===== src/rtl/ddr_init_pkg.sv =====
// Shared types for the DDR start-up sequencer.
// Assumes the usual {cs_n, ras_n, cas_n, we_n} command coding.
package ddr_init_pkg;

    typedef enum logic [3:0] {
        CMD_LMR   = 4'b0000,
        CMD_REF   = 4'b0001,
        CMD_PRE   = 4'b0010,
        CMD_NOP   = 4'b0111,
        CMD_DESEL = 4'b1111
    } ddr_cmd_e;

    typedef enum logic [4:0] {
        ST_STABLE,
        ST_CKE_NOP,
        ST_PRE1,
        ST_WRP1,
        ST_EMR,
        ST_WMRD1,
        ST_MRRST,
        ST_WMRD2,
        ST_PRE2,
        ST_WRP2,
        ST_REF1,
        ST_WRFC1,
        ST_REF2,
        ST_WRFC2,
        ST_MRCLR,
        ST_WMRD3,
        ST_DONE
    } step_e;

    typedef struct packed {
        logic       cke;
        ddr_cmd_e   cmd;
        logic [1:0] ba;
        logic [11:0] addr;
    } cmd_bus_t;

    localparam logic [1:0] BA_BASE   = 2'b00;
    localparam logic [1:0] BA_EXT    = 2'b01;
    localparam int         ALL_BIT   = 10;
    localparam int         DLLRST_BIT = 8;
    localparam int         DLLDIS_BIT = 0;

endpackage


===== src/rtl/ddr_init_timer.sv =====
// Down-counter for the wait between commands.
// It loads on the cycle a command is driven and counts down to zero, then holds.
// On reset it takes RST_VAL, which is the stable-clock wait.
module ddr_init_timer #(
    parameter int CW      = 16,
    parameter int RST_VAL = 0
) (
    input  logic          clk,
    input  logic          rst_n,
    input  logic          load,
    input  logic [CW-1:0] load_val,
    output logic          zero
);
    logic [CW-1:0] cnt;

    // Reload on a command, otherwise count down to zero.
    always_ff @(posedge clk) begin
        if (!rst_n) begin
            cnt <= CW'(RST_VAL);
        end else if (load) begin
            cnt <= load_val;
        end else if (cnt != '0) begin
            cnt <= cnt - 1'b1;
        end
    end

    assign zero = (cnt == '0);
endmodule


===== src/rtl/ddr_init_fsm.sv =====
// Step register for the start-up procedure.
// Each command state lasts one cycle and loads the timer with gap-1.
// Each wait state moves on once the timer reads zero.
// Assumes every gap parameter is at least 1.
module ddr_init_fsm
    import ddr_init_pkg::*;
#(
    parameter int CW    = 16,
    parameter int T_RP  = 3,
    parameter int T_MRD = 2,
    parameter int T_RFC = 18
) (
    input  logic          clk,
    input  logic          rst_n,
    input  logic          tmr_zero,
    output step_e         step,
    output logic          tmr_load,
    output logic [CW-1:0] tmr_val
);
    localparam logic [CW-1:0] GAP_RP  = CW'(T_RP - 1);
    localparam logic [CW-1:0] GAP_MRD = CW'(T_MRD - 1);
    localparam logic [CW-1:0] GAP_RFC = CW'(T_RFC - 1);

    step_e nxt;

    // Pick the next step and the timer load for a command.
    always_comb begin
        nxt      = step;
        tmr_load = 1'b0;
        tmr_val  = '0;
        case (step)
            ST_STABLE:  if (tmr_zero) nxt = ST_CKE_NOP;
            ST_CKE_NOP: nxt = ST_PRE1;
            ST_PRE1: begin
                nxt = ST_WRP1; tmr_load = 1'b1; tmr_val = GAP_RP;
            end
            ST_WRP1:    if (tmr_zero) nxt = ST_EMR;
            ST_EMR: begin
                nxt = ST_WMRD1; tmr_load = 1'b1; tmr_val = GAP_MRD;
            end
            ST_WMRD1:   if (tmr_zero) nxt = ST_MRRST;
            ST_MRRST: begin
                nxt = ST_WMRD2; tmr_load = 1'b1; tmr_val = GAP_MRD;
            end
            ST_WMRD2:   if (tmr_zero) nxt = ST_PRE2;
            ST_PRE2: begin
                nxt = ST_WRP2; tmr_load = 1'b1; tmr_val = GAP_RP;
            end
            ST_WRP2:    if (tmr_zero) nxt = ST_REF1;
            ST_REF1: begin
                nxt = ST_WRFC1; tmr_load = 1'b1; tmr_val = GAP_RFC;
            end
            ST_WRFC1:   if (tmr_zero) nxt = ST_REF2;
            ST_REF2: begin
                nxt = ST_WRFC2; tmr_load = 1'b1; tmr_val = GAP_RFC;
            end
            ST_WRFC2:   if (tmr_zero) nxt = ST_MRCLR;
            ST_MRCLR: begin
                nxt = ST_WMRD3; tmr_load = 1'b1; tmr_val = GAP_MRD;
            end
            ST_WMRD3:   if (tmr_zero) nxt = ST_DONE;
            ST_DONE:    nxt = ST_DONE;
            default:    nxt = ST_STABLE;
        endcase
    end

    // Step register with synchronous restart.
    always_ff @(posedge clk) begin
        if (!rst_n) step <= ST_STABLE;
        else        step <= nxt;
    end
endmodule


===== src/rtl/ddr_init_cmd_enc.sv =====
// Maps the current step onto the memory command bus.
// Forces the DLL bits: the extended register is sent with DLL enabled,
// and the base register is sent with DLL-reset set once and then cleared.
module ddr_init_cmd_enc
    import ddr_init_pkg::*;
#(
    parameter logic [11:0] MR_VAL  = 12'h032,
    parameter logic [11:0] EMR_VAL = 12'h000
) (
    input  step_e    step,
    output cmd_bus_t bus
);
    localparam logic [11:0] A_ALL    = 12'(1) << ALL_BIT;
    localparam logic [11:0] A_EXT    = EMR_VAL & ~(12'(1) << DLLDIS_BIT);
    localparam logic [11:0] A_MR_RST = MR_VAL | (12'(1) << DLLRST_BIT);
    localparam logic [11:0] A_MR_CLR = MR_VAL & ~(12'(1) << DLLRST_BIT);

    // Decode one step into clock enable, command, bank and address.
    always_comb begin
        bus.cke  = 1'b1;
        bus.cmd  = CMD_NOP;
        bus.ba   = 2'b00;
        bus.addr = '0;
        case (step)
            ST_STABLE: begin
                bus.cke = 1'b0;
                bus.cmd = CMD_DESEL;
            end
            ST_PRE1, ST_PRE2: begin
                bus.cmd  = CMD_PRE;
                bus.addr = A_ALL;
            end
            ST_EMR: begin
                bus.cmd  = CMD_LMR;
                bus.ba   = BA_EXT;
                bus.addr = A_EXT;
            end
            ST_MRRST: begin
                bus.cmd  = CMD_LMR;
                bus.ba   = BA_BASE;
                bus.addr = A_MR_RST;
            end
            ST_MRCLR: begin
                bus.cmd  = CMD_LMR;
                bus.ba   = BA_BASE;
                bus.addr = A_MR_CLR;
            end
            ST_REF1, ST_REF2: bus.cmd = CMD_REF;
            default: ;
        endcase
    end
endmodule


===== src/rtl/ddr_init_dll_guard.sv =====
// Read-permit timer. It is armed by the DLL-reset command cycle and raises
// read_ok exactly T_DLL cycles later. It stays high until reset.
module ddr_init_dll_guard #(
    parameter int T_DLL = 200
) (
    input  logic clk,
    input  logic rst_n,
    input  logic arm,
    output logic read_ok
);
    localparam int DW = $clog2(T_DLL + 1);

    logic          armed;
    logic [DW-1:0] cnt;

    // Start the count on the DLL reset, then run it down to zero.
    always_ff @(posedge clk) begin
        if (!rst_n) begin
            armed <= 1'b0;
            cnt   <= '0;
        end else if (arm) begin
            armed <= 1'b1;
            cnt   <= DW'(T_DLL - 1);
        end else if (armed && cnt != '0) begin
            cnt <= cnt - 1'b1;
        end
    end

    assign read_ok = armed && (cnt == '0);
endmodule


===== src/rtl/ddr_init_seq.sv =====
// Top of the DDR start-up sequencer. It ties the step register, the gap
// timer, the command decoder and the read-permit timer together.
// Assumes all timing parameters are at least 1, counted in controller clocks.
module ddr_init_seq
    import ddr_init_pkg::*;
#(
    parameter int          T_STABLE = 50000,
    parameter int          T_RP     = 3,
    parameter int          T_MRD    = 2,
    parameter int          T_RFC    = 18,
    parameter int          T_DLL    = 200,
    parameter logic [11:0] MR_VAL   = 12'h032,
    parameter logic [11:0] EMR_VAL  = 12'h000
) (
    input  logic        clk,
    input  logic        rst_n,
    output logic        cke,
    output logic        cs_n,
    output logic        ras_n,
    output logic        cas_n,
    output logic        we_n,
    output logic [1:0]  ba,
    output logic [11:0] addr,
    output logic        init_done,
    output logic        read_ok
);
    localparam int CW = $clog2(T_STABLE + T_RP + T_MRD + T_RFC + 2);

    step_e         step;
    logic          tmr_load;
    logic [CW-1:0] tmr_val;
    logic          tmr_zero;
    cmd_bus_t      bus;

    ddr_init_fsm #(.CW(CW), .T_RP(T_RP), .T_MRD(T_MRD), .T_RFC(T_RFC)) u_fsm (
        .clk(clk), .rst_n(rst_n), .tmr_zero(tmr_zero),
        .step(step), .tmr_load(tmr_load), .tmr_val(tmr_val)
    );

    ddr_init_timer #(.CW(CW), .RST_VAL(T_STABLE - 1)) u_timer (
        .clk(clk), .rst_n(rst_n), .load(tmr_load),
        .load_val(tmr_val), .zero(tmr_zero)
    );

    ddr_init_cmd_enc #(.MR_VAL(MR_VAL), .EMR_VAL(EMR_VAL)) u_enc (
        .step(step), .bus(bus)
    );

    ddr_init_dll_guard #(.T_DLL(T_DLL)) u_guard (
        .clk(clk), .rst_n(rst_n), .arm(step == ST_MRRST), .read_ok(read_ok)
    );

    // Drive the pins straight from the decoded bus.
    always_comb begin
        cke   = bus.cke;
        {cs_n, ras_n, cas_n, we_n} = bus.cmd;
        ba    = bus.ba;
        addr  = bus.addr;
    end

    assign init_done = (step == ST_DONE);
endmodule


===== config.mk =====
export PLATFORM = sky130hd
export DESIGN_NAME = ddr_init_seq
export DESIGN_NICKNAME = d
export VERILOG_FILES = /design/src/rtl/ddr_init_pkg.sv /design/src/rtl/ddr_init_timer.sv /design/src/rtl/ddr_init_fsm.sv /design/src/rtl/ddr_init_cmd_enc.sv /design/src/rtl/ddr_init_dll_guard.sv /design/src/rtl/ddr_init_seq.sv
export SDC_FILE = /design/constraint.sdc
export NUM_CORES = 1
export LEC_CHECK = 0
export BUFFER_PORTS_ARGS = -buffer_cell sky130_fd_sc_hd__buf_2
export CAP_MARGIN = 15
export CORE_MARGIN = 2
export CORE_UTILIZATION = 53
export CTS_BUF_LIST = sky130_fd_sc_hd__clkbuf_4 sky130_fd_sc_hd__clkbuf_8
export DETAILED_ROUTE_END_ITERATION = 6
export PLACE_DENSITY = 0.87
export SYNTH_ARGS = -nofsm -noshare
export SYNTH_HDL_FRONTEND = slang
export SYNTH_SLANG_ARGS = --single-unit

===== constraint.sdc =====
create_clock -name clk -period 1.9 [get_ports clk]
set_input_delay 0.285 -clock clk [delete_from_list [all_inputs] [get_ports clk]]
set_output_delay 0.285 -clock clk [all_outputs]
set_load 0.02 [all_outputs]

Yosys cells after proc, flatten, opt, wreduce, memory -nomap -nowiden
Cells that the tools add are included.

operators by class
  add/subtract/negate cells = 2
  equality and inequality tests = 24
  muxes and demuxes = 19
  bitwise gates (word level) = 1
  reductions and logical operators = 15

operator list
  kind                   count
  $pmux 5 s17            1
  $eq 5x4->1 const B     8
  $mux 5                 8
  $pmux 11 s3            1
  $mux 16                2
  $eq 5x3->1 const B     4
  $logic_not 16->1       1
  $mux 8                 2
  $ne 2x2->1 const B     8
  $pmux 4 s4             1
  $reduce_bool 16->1     1
  $sub 16x1->16 const B  1
  $pmux 5 s3             1
  $eq 5x2->1 const B     2
  $logic_not 8->1        1
  $reduce_and 8->1       1
  $reduce_bool 8->1      1
  $sub 8x1->8 const B    1
  $reduce_or 7->1        1
  $reduce_or 2->1        3
  $eq 5x1->1 const B     1
  $eq 5x5->1 const B     1
  $logic_not 5->1        1
  $reduce_bool 2->1      2
  other kinds (4)        7

storage, ports and cells
  bits in registers = 30
  bits of input ports = 2

Logic depth before layout (Yosys ltp)
  depth in word-level cells = 4
  gate-level depth with buffers = 8
  mapped depth without buffers = 6

Hierarchy
Synthesis repeated with hierarchy kept, for this count alone.

unflattened totals
  cells, all modules = 251
  area total of the unflattened synthesis = 2150.8 um^2

by module, submodules not included
  module              instances  cells each  area each (um^2)  sequential area each (um^2)
  ddr_init_timer      1          105         923.4             320.3
  ddr_init_dll_guard  1          66          554.3             180.2
  ddr_init_fsm        1          46          435.4             100.1
  ddr_init_cmd_enc    1          30          202.7             0.0
  ddr_init_seq        1          4           35.0              0.0

Worst setup path before layout
No wires, ideal clock.

  path kind = reg2reg
  start = reg u_fsm.step[0]
  end = reg u_timer.cnt[9]
  data arrival time = 1.807 ns
  required time = 1.773 ns
  setup slack = -0.034 ns
  cell stages (with the launch flop) = 6
  path through = dfxtp_1 -> or2_2 -> nor2_1 -> clkinv_1 -> o211a_1 -> or3_1

on the way
  longest elaborated chain between the ends = 4
  elaborated cells between the ends (all ways) = 11
  those cells by class = 7 x eq/ne; 2 x mux; 2 x reduce/logical

RTL lines
  element                                       line                  source
  start, declared                               ddr_init_fsm.sv:16    output step_e step,
  start signal, assigned                        ddr_init_fsm.sv:70    else step <= nxt;
  $eq 5x2->1 (tied with other cells)            ddr_init_fsm.sv:31    case (step)
  $reduce_or 7->1 (no line) (*)                 n/a
  $mux 1 (*)                                    ddr_init_fsm.sv:31
  $mux 16 or $reduce_bool 2->1 (tied branches)  n/a
  end signal, assigned                          ddr_init_timer.sv:19  cnt <= CW'(RST_VAL);
  end signal, assigned                          ddr_init_timer.sv:21  cnt <= load_val;
  end signal, assigned                          ddr_init_timer.sv:23  cnt <= cnt - 1'b1;
  end, declared                                 ddr_init_timer.sv:14  logic [CW-1:0] cnt;

Every way passes the cells marked *; elsewhere a longest branch is shown, timed or not.
A chain may end at the register's enable or synchronous reset.

Final worst setup path
  start = reg u_guard.cnt[6]
  end = out read_ok

on the way
  longest elaborated chain between the ends = 2

RTL lines
  element                 line                      source
  start, declared         ddr_init_dll_guard.sv:14  logic [DW-1:0] cnt;
  start signal, assigned  ddr_init_dll_guard.sv:23  cnt <= DW'(T_DLL - 1);
  start signal, assigned  ddr_init_dll_guard.sv:25  cnt <= cnt - 1'b1;
  $logic_not 8->1         ddr_init_dll_guard.sv:29  assign read_ok = armed && (cnt == '0);
  $logic_and 1x1->1       ddr_init_dll_guard.sv:29
  end, declared           ddr_init_seq.sv:25        output logic read_ok

Every way passes these cells.

==> flow_summary.html <==
<table>
<tr><th>Metric</th><th>Value</th></tr>
<tr><th colspan="2">Timing</th></tr>
<tr><td>Total count of max-transition violations in the final report</td><td>0</td></tr>
<tr><td>Final Skew</td><td>0.0167 ns</td></tr>
<tr><td>Final hold violation count</td><td>0</td></tr>
<tr><td>Slack of the critical path</td><td>-0.0475 ns</td></tr>
<tr><td>Measured slew at the worst slew-check pin</td><td>between 0.5 and 0.6 ns</td></tr>
<tr><td>Count of endpoints failing setup in the final report</td><td>1</td></tr>
<tr><td>TNS Setup</td><td>-0.0475 ns</td></tr>
<tr><td>Unrepaired setup endpoints after global routing</td><td>yes</td></tr>
<tr><td>F_max</td><td>513 MHz</td></tr>
<tr><td>Portion of the clock cycle consumed by the worst path in the final layout</td><td>102%</td></tr>
<tr><td>Final Critical Period</td><td>1.95 ns</td></tr>
<tr><td>Max_slew headroom</td><td>63.2%</td></tr>
<tr><th colspan="2">Worst setup path</th></tr>
<tr><td>Critical-path maximum fanout</td><td>4</td></tr>
<tr><td>Setup crit start</td><td>u_guard.cnt[6]</td></tr>
<tr><td>Worst r2r path cells</td><td>4</td></tr>
<tr><td>Kind of capture point of the worst setup path</td><td>output pin</td></tr>
<tr><td>Critical-path cell list</td><td>or4_4 -&gt; nor4_2 -&gt; buf_4</td></tr>
<tr><td>Type of element launching the critical path</td><td>register</td></tr>
<tr><td>Worst-path cell with the longest stage delay</td><td>or4_4</td></tr>
<tr><td>Internal reg-to-reg setup slack</td><td>~0.03 ns</td></tr>
<tr><td>Worst reg2reg path endpoint</td><td>u_timer.cnt[7]</td></tr>
<tr><td>CP Class</td><td>register to output pin</td></tr>
<tr><td>Crit path required time</td><td>1.62 ns</td></tr>
<tr><td>Launch point of the worst reg-to-reg path</td><td>u_timer.cnt[3]</td></tr>
<tr><td>Critical Path AT</td><td>~1.7 ns</td></tr>
<tr><td>Slowest Stage Delay on Critical Path</td><td>0.57 ns</td></tr>
<tr><th colspan="2">Global routing</th></tr>
<tr><td>Total routing resource utilization after global routing</td><td>22.8%</td></tr>
<tr><td>Initial antenna violation count</td><td>0</td></tr>
<tr><td>Number of global-route vias before repair</td><td>1361</td></tr>
<tr><td>Global-route wire length before repair</td><td>6020 um</td></tr>
<tr><td>Pin count of the biggest net entering global routing</td><td>14</td></tr>
<tr><td>GR Overflow Total</td><td>0</td></tr>
<tr><th colspan="2">Clocking</th></tr>
<tr><td>Maximum clock insertion buffer count</td><td>2</td></tr>
<tr><td>Number of clock buffers inserted by TritonCTS</td><td>5</td></tr>
<tr><td>Clock slew at the register clock pins of the worst setup and hold paths</td><td>0.10 ns</td></tr>
<tr><td>Count of buffers added by post-CTS timing repair for setup</td><td>0</td></tr>
<tr><td>Number of sinks driven by the clock tree</td><td>30</td></tr>
<tr><td>Root Buffer Master</td><td>clkbuf_4</td></tr>
<tr><td>H-tree levels</td><td>2</td></tr>
<tr><td>Post-CTS Hold Fix Bufs</td><td>0</td></tr>
<tr><td>TritonCTS clock tree</td><td>yes</td></tr>
<tr><td>Clock latency of the later-clocked register in the worst-skew pair</td><td>0.36 ns</td></tr>
<tr><th colspan="2">Pwr</th></tr>
<tr><td>Worst vdd ir</td><td>408 uV</td></tr>
<tr><td>PnR Total Power</td><td>0.00122 W</td></tr>
<tr><td>Reported leakage power</td><td>0.779 nW</td></tr>
<tr><td>Power density over the cells</td><td>602 nW/um^2</td></tr>
<tr><th colspan="2">Final layout</th></tr>
<tr><td>Fill cell count</td><td>approximately 240</td></tr>
<tr><td>Number of antenna repair diodes</td><td>0</td></tr>
<tr><td>Commonest non-fill, non-tap cell in the layout</td><td>dfxtp_1</td></tr>
<tr><td>Non-filler instance count after layout</td><td>273</td></tr>
<tr><td>Leading cell types in the layout, fill and taps excluded</td><td>dfxtp_1 (23), buf_4 (19), a21oi_1 (14)</td></tr>
<tr><td>Net count of the finished layout</td><td>232</td></tr>
<tr><td>Layout overhead on the synthesized area</td><td>21.0%</td></tr>
<tr><td>Ratio of cells with drive above 1 in the final layout</td><td>29.7%</td></tr>
<tr><td>Finished layout cell area</td><td>between 2000 and 2500 um^2</td></tr>
<tr><th colspan="2">Drt</th></tr>
<tr><td>Count of vias placed by the detailed router</td><td>1612</td></tr>
<tr><td>WL per Instance</td><td>roughly 14 um</td></tr>
<tr><td>Wirelength, routed</td><td>3960 um</td></tr>
<tr><td>Detailed-route vias per instance</td><td>5.90</td></tr>
<tr><td>Number of DRC markers after the initial detailed-route iteration</td><td>50</td></tr>
<tr><td>Residual DRC</td><td>0</td></tr>
<tr><td>Detail Route Antenna Nets</td><td>0</td></tr>
<tr><td>Pre-antenna DRT Iters</td><td>4</td></tr>
<tr><th colspan="2">Floorplanning</th></tr>
<tr><td>Initial cell density of the core</td><td>approximately 55%</td></tr>
<tr><td>Total Die Area</td><td>around 3600 um^2</td></tr>
<tr><td>Standard cell core area</td><td>3030 um^2</td></tr>
<tr><td>Die Wd</td><td>60.3 um</td></tr>
<tr><td>Row cnt</td><td>20</td></tr>
<tr><td>DIE HEIGHT</td><td>about 60 um</td></tr>
<tr><td>Count of boundary I/O pins</td><td>23</td></tr>
<tr><th colspan="2">Placed design</th></tr>
<tr><td>Post-detailed-placement cell area</td><td>1860 um^2</td></tr>
<tr><td>Hpwl dp</td><td>2590 um</td></tr>
<tr><td>Final Wtd Congestion</td><td>0.843</td></tr>
<tr><td>Post-placement cell count</td><td>265</td></tr>
<tr><td>I/O Buffers</td><td>14</td></tr>
<tr><th colspan="2">Synth</th></tr>
<tr><td>Register bit total from synthesis</td><td>30</td></tr>
<tr><td>Count of yosys warnings during synthesis</td><td>0</td></tr>
<tr><td>Top_reg_cell synth</td><td>dfxtp_1</td></tr>
<tr><td>Post-synth EDFFs</td><td>0</td></tr>
<tr><td>Post-synthesis average cell area</td><td>about 8.4 um^2</td></tr>
<tr><td>Area of the mapped netlist</td><td>1680 um^2</td></tr>
<tr><td>Cell count after synthesis</td><td>199</td></tr>
<tr><td>Number of distinct library cells after synthesis</td><td>46</td></tr>
<tr><td>Proportion of register bits with asynchronous set or reset after synthesis</td><td>0%</td></tr>
<tr><td>Sequential cell area fraction in the yosys report</td><td>35.8%</td></tr>
<tr><th colspan="2">Run status</th></tr>
<tr><td>Outcome</td><td>finished, violations left</td></tr>
<tr><td>Violated checks</td><td>setup timing</td></tr>
<tr><th colspan="2">Hold path</th></tr>
<tr><td>Type of the tightest min-delay check</td><td>primary input to register</td></tr>
<tr><td>Worst hold path cell count</td><td>3</td></tr>
<tr><td>Hold Crit Start</td><td>rst_n</td></tr>
<tr><td>Terminating pin of the worst hold path</td><td>u_guard.cnt[6]</td></tr>
<tr><th colspan="2">Run</th></tr>
<tr><td>Max cap viols</td><td>0</td></tr>
</table>
cells in the mapped netlist, types with 2 or more instances:
cell | number | share of area, %
nor3b_1 | 5 | 2.2
xor2_1 | 5 | 2.6
nand4b_1 | 2 | 1.0
a21o_1 | 2 | 0.89
o31ai_1 | 4 | 1.8
buf_4 | 10 | 4.5
nand2b_1 | 3 | 1.1
clkbuf_1 | 4 | 0.89
nor2_1 | 10 | 2.2
nand2_1 | 10 | 2.2
o21ai_0 | 11 | 3.3
o211ai_1 | 5 | 2.2
a21oi_1 | 15 | 4.5
nor3_1 | 3 | 0.89
o311ai_0 | 3 | 1.6
nor4b_1 | 2 | 1.0
dfxtp_1 | 30 | 36
nand3_1 | 3 | 0.89
a31oi_1 | 2 | 0.75
xnor2_1 | 5 | 2.6
or4_1 | 11 | 4.9
a211oi_1 | 3 | 1.3
ha_1 | 2 | 1.5
or2_2 | 2 | 0.75
clkinv_1 | 2 | 0.45
or3_1 | 10 | 3.7
nor4_1 | 7 | 2.6
inv_1 | 10 | 2.2
critical path: cells and delay by family, from the launching register on:
family	cells	cell delay, ns
flops	1	0.35
simple gates	2	0.79
buf+inv	1	0.18
area by class of cell:
cell class	instances	area (um^2)	share of cell area (%)
clock buffers	5	37.5	1.85
clock inverters	3	40.0	1.97
inverters	12	46.3	2.28
multi-input cells	148	1040	51.0
flip-flops and latches	30	614	30.2
well taps	44	55.1	2.71
repair buffers	31	203	9.98
power by group:
| part | internal, W | total [W] | leakage, nW | switching (W) |
|---|---|---|---|---|
| clock | 0.000272 | 0.000516 | 0.0450 | 0.000244 |
| sequential | 0.000632 | 0.000636 | 0.246 | 0.00000363 |
| combinational | 0.0000247 | 0.0000705 | 0.488 | 0.0000458 |
| total | 0.000929 | 0.00122 | 0.779 | 0.000293 |
worst max path at each step:
stage | end | slack [ns]
floorplan | u_fsm.step[4] | 0.006
global placement | u_timer.cnt[10] | 0.09
detailed placement | u_timer.cnt[10] | 0.05
CTS | read_ok | -0.06
global route | read_ok | -0.08
finish | read_ok | -0.05
registers in the layout, summed over array words and instances, names as in the netlist:
register,count
u_guard.armed,1
u_fsm.step,5
u_guard.cnt,8
u_timer.cnt,16
layer usage:
metal	GRT usage, %	part of all wire (%)	up-vias
li1	-	-	790
met1	29.3	44	757
met2	33.9	47	58
met3	8.66	6.8	7
met4	9.84	1.8	0
met5	0	0	-
logic make-up (layout without fill, tap and decap cells):
logic type      count (synthesis)  in the layout  synth area share (%)
compound gates                 52             52                  20.3
fa+ha+maj                       2              2                  1.49
buf+inv                        28             51                  9.02
other cells                     1              8                 0.223
mux                             1              1                 0.596
simple gates                   75             75                  27.3
flops                          30             30                  35.8
xor+xnor                       10             10                  5.22
timing repair:
action                     CTS  global route
setup endpoints to repair    4            19
pin swaps                    1             2
gates resized for setup      8            21
per-stage QoR:
stage | setup WS, ns | util, % | hold WS (ns)
final | -0.0475 | 67.1 | 0.305
after global routing | -0.0845 | 67.1 | 0.322
after CTS | -0.0558 | 64.6 | 0.305
after detailed placement | 0.0538 | 61.4 | 0.491
after global placement | 0.0861 | 61.4 | 0.486
after floorplan | 0.00571 | - | 0.468
No activity file was read; power rests on OpenSTA's default activity.
